===== config.mk =====
export PLATFORM = sky130hd
export DESIGN_NAME = uart_rx_chan
export DESIGN_NICKNAME = d
export VERILOG_FILES = /design/src/rtl/uart_rxq_pkg.sv /design/src/rtl/uart_rxq_deser.sv /design/src/rtl/uart_rxq_fifo.sv /design/src/rtl/uart_rx_chan.sv
export SDC_FILE = /design/constraint.sdc
export NUM_CORES = 1
export LEC_CHECK = 0
export BUFFER_PORTS_ARGS = -buffer_cell sky130_fd_sc_hd__buf_2
export CAP_MARGIN = 20
export CORE_UTILIZATION = 45
export DETAILED_ROUTE_END_ITERATION = 6
export PLACE_DENSITY_LB_ADDON = 0.08
export SLEW_MARGIN = 10
export SYNTH_ARGS = -nofsm -noshare
export SYNTH_HDL_FRONTEND = slang
export SYNTH_HIERARCHICAL = 1
export SYNTH_SLANG_ARGS = --single-unit

===== constraint.sdc =====
create_clock -name clk -period 2.4 [get_ports clk]
set_input_delay 0.36 -clock clk [delete_from_list [all_inputs] [get_ports clk]]
set_output_delay 0.36 -clock clk [all_outputs]
set_load 0.01 [all_outputs]

===== src/rtl/uart_rxq_pkg.sv =====
package uart_rxq_pkg;
  // per-entry error record, bit 0 parity .. bit 3 break
  typedef struct packed {
    logic brk;
    logic ovr;
    logic frm;
    logic par;
  } rx_err_t;

  typedef enum logic [1:0] {RX_IDLE, RX_START, RX_BITS, RX_HOLD} rx_state_t;

  localparam int RXEN_BIT = 6;
  localparam int TXEN_BIT = 5;
endpackage


===== src/rtl/uart_rxq_deser.sv =====
module uart_rxq_deser
  import uart_rxq_pkg::*;
#(
  parameter int DATA_W = 8,
  parameter int OVS    = 16
) (
  input  logic              clk,
  input  logic              rst_n,
  input  logic              enable,
  input  logic              tick,
  input  logic              rxd,
  input  logic              par_en,
  input  logic              par_odd,
  input  logic              mp_en,
  output logic              done,
  output logic [DATA_W-1:0] dout,
  output rx_err_t           err,
  output logic              mp
);
  localparam int CW = $clog2(OVS);
  localparam int IW = $clog2(DATA_W + 4);
  localparam logic [CW-1:0] MID  = CW'(OVS / 2 - 2);
  localparam logic [CW-1:0] LAST = CW'(OVS - 1);

  logic [1:0]        sync_q;
  logic              rx_s;
  rx_state_t         st_q, st_n;
  logic [CW-1:0]     cnt_q, cnt_n;
  logic [IW-1:0]     idx_q, idx_n;
  logic [DATA_W-1:0] sh_q, sh_n;
  logic              par_q, par_n, mp_q, mp_n, done_q, done_n;
  rx_err_t           err_q, err_n;
  logic [IW-1:0]     par_idx, mp_idx, stop_idx;
  logic              brk_w, par_bad;

  assign rx_s     = sync_q[1];
  assign par_idx  = IW'(DATA_W);
  assign mp_idx   = IW'(DATA_W) + IW'(par_en);
  assign stop_idx = IW'(DATA_W) + IW'(par_en) + IW'(mp_en);
  assign brk_w    = (sh_q == '0) && !par_q && !mp_q && !rx_s;
  assign par_bad  = par_en && ((^sh_q ^ par_q) != par_odd);

  always_comb begin
    st_n   = st_q;
    cnt_n  = cnt_q;
    idx_n  = idx_q;
    sh_n   = sh_q;
    par_n  = par_q;
    mp_n   = mp_q;
    err_n  = err_q;
    done_n = 1'b0;
    if (!enable) begin
      st_n  = RX_IDLE;
      cnt_n = '0;
      idx_n = '0;
    end else if (tick) begin
      case (st_q)
        RX_IDLE: if (!rx_s) begin
          st_n  = RX_START;
          cnt_n = '0;
        end
        RX_START: if (cnt_q == MID) begin
          st_n  = rx_s ? RX_IDLE : RX_BITS;
          cnt_n = '0;
          idx_n = '0;
          par_n = 1'b0;
          mp_n  = 1'b0;
        end else begin
          cnt_n = cnt_q + 1'b1;
        end
        RX_BITS: if (cnt_q == LAST) begin
          cnt_n = '0;
          idx_n = idx_q + 1'b1;
          if (idx_q < IW'(DATA_W)) sh_n = {rx_s, sh_q[DATA_W-1:1]};
          else if (par_en && idx_q == par_idx) par_n = rx_s;
          else if (mp_en && idx_q == mp_idx) mp_n = rx_s;
          if (idx_q == stop_idx) begin
            done_n = 1'b1;
            err_n  = brk_w ? '{brk: 1'b1, ovr: 1'b0, frm: 1'b0, par: 1'b0}
                           : '{brk: 1'b0, ovr: 1'b0, frm: !rx_s, par: par_bad};
            st_n   = rx_s ? RX_IDLE : RX_HOLD;
          end
        end else begin
          cnt_n = cnt_q + 1'b1;
        end
        default: if (rx_s) st_n = RX_IDLE;
      endcase
    end
  end

  always_ff @(posedge clk or negedge rst_n) begin
    if (!rst_n) begin
      sync_q <= 2'b11;
      st_q   <= RX_IDLE;
      cnt_q  <= '0;
      idx_q  <= '0;
      sh_q   <= '0;
      par_q  <= 1'b0;
      mp_q   <= 1'b0;
      err_q  <= '0;
      done_q <= 1'b0;
    end else begin
      sync_q <= {sync_q[0], rxd};
      st_q   <= st_n;
      cnt_q  <= cnt_n;
      idx_q  <= idx_n;
      sh_q   <= sh_n;
      par_q  <= par_n;
      mp_q   <= mp_n;
      err_q  <= err_n;
      done_q <= done_n;
    end
  end

  assign done = done_q;
  assign dout = sh_q;
  assign err  = err_q;
  assign mp   = mp_q;

  // a character completes at most once per frame
  a_r2_done_single: assert property (@(posedge clk) disable iff (!rst_n)
    done_q |=> !done_q);
  // a break record carries no other flag and a zero byte
  a_r6_break_alone: assert property (@(posedge clk) disable iff (!rst_n)
    (done_q && err_q.brk) |-> (sh_q == '0 && !err_q.frm && !err_q.par));
endmodule


===== src/rtl/uart_rxq_fifo.sv =====
module uart_rxq_fifo
  import uart_rxq_pkg::*;
#(
  parameter int DATA_W = 8,
  parameter int DEPTH  = 4   // power of two, at least 2
) (
  input  logic                       clk,
  input  logic                       rst_n,
  input  logic                       flush,
  input  logic                       push,
  input  logic [DATA_W-1:0]          wdata,
  input  rx_err_t                    werr,
  input  logic                       wmp,
  input  logic                       pop,
  output logic [DATA_W-1:0]          rdata,
  output rx_err_t                    rerr,
  output logic                       rmp,
  output logic [$clog2(DEPTH+1)-1:0] count
);
  localparam int AW      = $clog2(DEPTH);
  localparam int CNTW    = $clog2(DEPTH + 1);
  localparam int EW      = DATA_W + 5;
  localparam int OVR_POS = DATA_W + 2;

  logic [EW-1:0]   ent_q [DEPTH];
  logic [EW-1:0]   ent_n [DEPTH];
  logic [AW-1:0]   wr_q, wr_n, rd_q, rd_n, newest, head_idx;
  logic [CNTW-1:0] cnt_q, cnt_n;
  logic            full, do_pop, do_push, ovr;

  assign full     = (cnt_q == CNTW'(DEPTH));
  assign do_pop   = pop && (cnt_q != '0);
  assign do_push  = push && (!full || do_pop);
  assign ovr      = push && full && !do_pop;
  assign newest   = wr_q - AW'(1);
  assign head_idx = (cnt_q == '0) ? rd_q - AW'(1) : rd_q;

  always_comb begin
    wr_n  = wr_q;
    rd_n  = rd_q;
    cnt_n = cnt_q;
    for (int i = 0; i < DEPTH; i++) ent_n[i] = ent_q[i];
    if (flush) begin
      wr_n  = '0;
      rd_n  = '0;
      cnt_n = '0;
      for (int i = 0; i < DEPTH; i++) ent_n[i] = '0;
    end else begin
      for (int i = 0; i < DEPTH; i++) begin
        if (do_push && wr_q == AW'(i)) ent_n[i] = {wmp, werr, wdata};
        else if (ovr && newest == AW'(i)) ent_n[i][OVR_POS] = 1'b1;
      end
      if (do_push) wr_n = wr_q + 1'b1;
      if (do_pop)  rd_n = rd_q + 1'b1;
      cnt_n = cnt_q + CNTW'(do_push) - CNTW'(do_pop);
    end
  end

  always_ff @(posedge clk or negedge rst_n) begin
    if (!rst_n) begin
      wr_q  <= '0;
      rd_q  <= '0;
      cnt_q <= '0;
      for (int i = 0; i < DEPTH; i++) ent_q[i] <= '0;
    end else begin
      wr_q  <= wr_n;
      rd_q  <= rd_n;
      cnt_q <= cnt_n;
      for (int i = 0; i < DEPTH; i++) ent_q[i] <= ent_n[i];
    end
  end

  assign {rmp, rerr, rdata} = ent_q[head_idx];
  assign count = cnt_q;

  a_r5_no_overflow: assert property (@(posedge clk) disable iff (!rst_n)
    cnt_q <= CNTW'(DEPTH));
  a_r5_full_drop: assert property (@(posedge clk) disable iff (!rst_n)
    (push && full && !pop && !flush) |=> (cnt_q == CNTW'(DEPTH)));
  a_r8_empty_pop_hold: assert property (@(posedge clk) disable iff (!rst_n)
    (pop && cnt_q == '0 && !push && !flush) |=> (cnt_q == '0 && $stable(rdata) && $stable(rerr)));
  a_r10_flush_empty: assert property (@(posedge clk) disable iff (!rst_n)
    flush |=> (cnt_q == '0 && rerr == '0));
endmodule


===== src/rtl/uart_rx_chan.sv =====
module uart_rx_chan
  import uart_rxq_pkg::*;
#(
  parameter int DATA_W = 8,
  parameter int DEPTH  = 4,
  parameter int OVS    = 16
) (
  input  logic                       clk,
  input  logic                       rst_n,
  input  logic                       rxd,
  input  logic                       tick16,
  input  logic                       par_en,
  input  logic                       par_odd,
  input  logic                       mp_en,
  input  logic                       cd_line,
  input  logic                       cd_auto,
  input  logic                       io_stop,
  input  logic                       ctrl_wr,
  input  logic [7:0]                 ctrl_wdata,
  input  logic                       pop,
  output logic                       rx_en,
  output logic                       tx_en,
  output logic [DATA_W-1:0]          head_data,
  output logic [3:0]                 head_err,
  output logic                       head_mp,
  output logic [$clog2(DEPTH+1)-1:0] rx_count
);
  logic              flush, rx_en_q, rx_en_n, tx_en_q, tx_en_n;
  logic              ch_done, ch_mp;
  logic [DATA_W-1:0] ch_data;
  rx_err_t           ch_err, hd_err;

  assign flush = io_stop || (cd_auto && cd_line);

  always_comb begin
    rx_en_n = rx_en_q;
    tx_en_n = tx_en_q;
    if (flush) begin
      rx_en_n = 1'b0;
      tx_en_n = 1'b0;
    end else if (ctrl_wr) begin
      rx_en_n = ctrl_wdata[RXEN_BIT];
      tx_en_n = ctrl_wdata[TXEN_BIT];
    end
  end

  always_ff @(posedge clk or negedge rst_n) begin
    if (!rst_n) begin
      rx_en_q <= 1'b0;
      tx_en_q <= 1'b0;
    end else begin
      rx_en_q <= rx_en_n;
      tx_en_q <= tx_en_n;
    end
  end

  uart_rxq_deser #(.DATA_W(DATA_W), .OVS(OVS)) u_deser (
    .clk(clk), .rst_n(rst_n), .enable(rx_en_q), .tick(tick16), .rxd(rxd),
    .par_en(par_en), .par_odd(par_odd), .mp_en(mp_en),
    .done(ch_done), .dout(ch_data), .err(ch_err), .mp(ch_mp)
  );

  uart_rxq_fifo #(.DATA_W(DATA_W), .DEPTH(DEPTH)) u_fifo (
    .clk(clk), .rst_n(rst_n), .flush(flush), .push(ch_done && rx_en_q),
    .wdata(ch_data), .werr(ch_err), .wmp(ch_mp), .pop(pop),
    .rdata(head_data), .rerr(hd_err), .rmp(head_mp), .count(rx_count)
  );

  assign head_err = hd_err;
  assign rx_en    = rx_en_q;
  assign tx_en    = tx_en_q;

  a_r10_stop_clears: assert property (@(posedge clk) disable iff (!rst_n)
    io_stop |=> (!rx_en && !tx_en && rx_count == '0));
  a_r11_cd_flush: assert property (@(posedge clk) disable iff (!rst_n)
    (cd_auto && cd_line) |=> (!rx_en && !tx_en && rx_count == '0));
  a_r12_cd_ignored: assert property (@(posedge clk) disable iff (!rst_n)
    (!cd_auto && !io_stop && !ctrl_wr) |=> (rx_en == $past(rx_en) && tx_en == $past(tx_en)));
  a_r9_ctrl_load: assert property (@(posedge clk) disable iff (!rst_n)
    (ctrl_wr && !flush) |=> (rx_en == $past(ctrl_wdata[6]) && tx_en == $past(ctrl_wdata[5])));
endmodule


==> summary.md <==
The final setup TNS is 0 ps, and the detailed-route wire length per cell is 17.29 microns. The leading register cell type out of synthesis was dfrtp_1. The run gives 0 as the final-report max-slew violation count. The number of enable-type register cells in the synthesized netlist came out at 0. Buffers placed on the I/O ports in this run total 31. For the number of nets in the finished design, the log shows 606.

The cell area power density works out to 661.4 nW/um^2. The final setup skew was 8.153 ps; the layout overhead on the synthesized area was 17.06%. Buffers inserted during clock tree synthesis total 9.

Dividing the final minimum period by the clock period gives 98.70%. The overall die area came out at 11870 sq um. In the layout the commonest cells are 81 x dfrtp_1, 76 x nor2_1, 63 x mux2i_1. Of the total power, the clock network draws 40.8%. When the netlist entered floorplanning its net count stood at 574. Summing the sequential cell areas from Yosys gives 42.34% of the chip area. The logs give 2 for the number of buffers on the longest clock path and 0 for the final-report hold violation count. Worst min-delay path class: in2async.

The ratio of cells with drive above 1 in the final layout works out to 18.77%. At the end of routability-driven placement, the weighted congestion stood at 0.7789. The switching portion of total power was 26.53%. The logs give 21.5% for the combinational power share and 3.028 nW for the static leakage. The first global-routing pass estimated 19.60 mm of wire. For the latest clock arrival within the worst-skew pair, the log shows 340 ps.

The number of top-level design ports is 38. Once the floorplan was initialized, standard cells occupied 46.87% of the core. For this block, the initial DRC count from the detailed router was 227. After global routing the overflow that remains totals 0.

For this run, the number of Yosys warnings is 6. Headroom to the max-slew limit came out at 54.22%. After detailed routing, the number of vias per cell comes to 5.638. The tools report the critical path data arrival time as 2010 ps. The run gives 5 as the count of TritonRoute iterations in the first routing pass. Measured along the x axis, the die boundary spans 109.0 microns. For the number of remaining DRC errors, the log shows 0. From bottom edge to top edge, the die measures 109.0 microns. The peak fanout along the critical path came out at 10.

The tree built by TritonCTS fans out to 87 sinks. The cell count after synthesis came out at 534. Remaining number of nets flagged by the antenna check after routing: 0.

The H-tree was split into 3 levels. The post-synthesis area per instance came out at 9.639 sq um. Summed over all nets, the half-perimeter wirelength after detailed placement is 7.947 mm. The repair_antennas step left the layout with diodes totalling 0.

The start-to-end type of the worst setup path was reg2out. Detailed routing inserted a total of 4003 vias. The part of the total power dissipated in sequential elements came out at 37.8%.

After clock tree synthesis, the clock-pin slew on the worst setup and hold paths is 60 ps. For the pin with the worst max-slew slack, the measured transition is 677.1 ps. The tool flagged a number of max-cap violations equal to 0. For the pin count of the biggest net entering global routing, the log shows 88. Tracing the worst setup path back leads to its startpoint at u_fifo/count[1]. TritonCTS built the clock tree. The run gives 2.928 mW as the internal cell power.

The worst setup path is launched from a register. Clock tree root driver cell: clkbuf_16. For this run, the total global-route usage over all layers was measured as 21.79%. The mapped netlist covers 5147 sq um. After detailed placement, the design holds a cell count of 690. The post-route non-filler standard cell count was 710; the number of unique standard cell types used by synthesis was 61. Summed over all layers, the routed wires come to 12.28 mm. Maximum clock rate: 422.2 MHz. The floorplan step defined a core boundary enclosing 10980 sq um. In this run, post-CTS hold repair placed 0 buffers.

Setup repair after global routing could not meet its margin everywhere. In this run, synthesis produced a sequential element count of 87. The peak supply drop was 645.4 uV; the net switching power figure was 1.057 mW. Counting I/O delays and the setup requirement, the final critical path takes 2369 ps.

The startpoint of the lowest-slack register-to-register path is u_fifo/count[1]. For the number of global-route vias before repair, the log shows 3819. Async set or reset register ratio after synthesis: 100.0%. The tools report the initial antenna violation count as 0.

At the worst endpoint, the required time is 2040 ps. The library cell used most frequently in the layout, excluding fill and tap cells, is dfrtp_1. The flow ran to the end, and the final reports show no timing, DRC or antenna violations. The logs give 0 for the count of endpoints failing setup in the final report and 38 for the standard-cell row count.

STA classifies the critical path endpoint as an output pin. The tools report the number of fill cells as 1006.
## synthesized netlist by cell type, types with 5 or more instances
cell type	count	area, sq um
ha_1	19	237.7
nand2_1	21	78.83
mux2i_1	63	630.6
xor2_1	7	61.31
a21oi_1	18	90.09
inv_1	25	93.84
nand3_1	11	55.05
clkbuf_1	25	93.84
a31oi_1	5	31.28
a211oi_1	13	97.59
o21ai_0	49	245.2
nor3b_1	13	97.59
and3_1	14	87.58
dfrtp_1	85	2127
nor3_1	7	35.03
nor2_1	76	285.3
## repair_timing
item,in CTS,in global routing
resized for setup,6,30
setup endpoints to repair,12,12
pin swaps,1,2
buffers inserted,2,0
cloned,1,2
## power by group through the flow
stage	Sequential, mW	Clock, mW	Combinational, mW
final	1.51	1.62	0.855
after global placement	1.54	0	0.629
after detailed placement	1.54	0	0.637
after floorplan	1.53	0	0.358
after CTS	1.51	1.67	0.754
after global routing	1.51	1.73	0.915
## cell type report
class | instances | area, sq um | share of cell area (%)
clock buffer | 12 | 256.5 | 4.257
sequential | 87 | 2185 | 36.25
timing repair buffer | 57 | 466.7 | 7.745
clock inverter | 3 | 90.09 | 1.495
multi-input combinational | 386 | 2759 | 45.78
tap | 140 | 175.2 | 2.907
inverter | 25 | 93.84 | 1.557
## layer usage
| layer | part of all wire [%] | GRT usage, % |
|---|---|---|
| met1 | 47 | 28.93 |
| met2 | 48 | 36.30 |
| met3 | 4.0 | 4.961 |
| met4 | 0.75 | 4.537 |
| met5 | 0 | 0 |
## stage by stage
step / total power [mW] / util, % / setup slack [ps] / instance area (sq um) / hold WS [ps]
global route: 4.148 / 54.86 / -31.23 / 6026 / 79.89
global placement: 2.164 / 50.08 / 127.0 / 5500 / 345.9
floorplan: 1.892 / - / 37.61 / 5179 / 64.41
detailed placement: 2.174 / 50.08 / 92.71 / 5500 / 348.7
CTS: 3.926 / 53.90 / 6.691 / 5919 / 76.24
finish: 3.985 / 54.86 / 31.29 / 6026 / 35.32
## worst paths after layout
kind,depth (start not counted),end,slack [ps]
worst max-delay path,7,head_err[2],30
min in group clk,1,u_deser/sync_q[0],120
worst min-delay path,2,u_fifo/count[1],40
max in group asynchronous,2,u_fifo/rd_q[0],1960
worst max register to register,9,u_fifo/count[1],150
worst min register to register,0,u_deser/sync_q[1],360
## worst max-delay path, stage by stage, from the launching register on
cell     delay (ps)
dfrtp_2         420
or3_4           410
buf_12          150
buf_16          140
nor3b_1         180
o21ai_0          90
o21ai_1         110
buf_2           160
## flip-flops by register name (all words and copies together) (netlist names), 2 cells and up
| register | cells |
|---|---|
| u_fifo/wr_q | 2 |
| u_fifo/count | 3 |
| u_deser/cnt_q | 4 |
| u_fifo/rd_q | 2 |
| u_deser/dout | 8 |
| u_deser/st_q | 2 |
| u_deser/sync_q | 2 |
| u_fifo/ent_q | 52 |
| u_deser/idx_q | 4 |
| u_deser/err | 3 |
## cell families after synthesis
logic type	Yosys count	share of synthesized area [%]
and+or+nand+nor	172	17.36
AOI/OAI and AO/OA	117	14.44
DFF	87	42.34
muxes	64	12.47
buffers and inverters	61	6.004
adders and majority gates	20	5.007
xor gates and xnor gates	12	2.309
other	1	0.07285
Power figures use the tool's default switching activity.
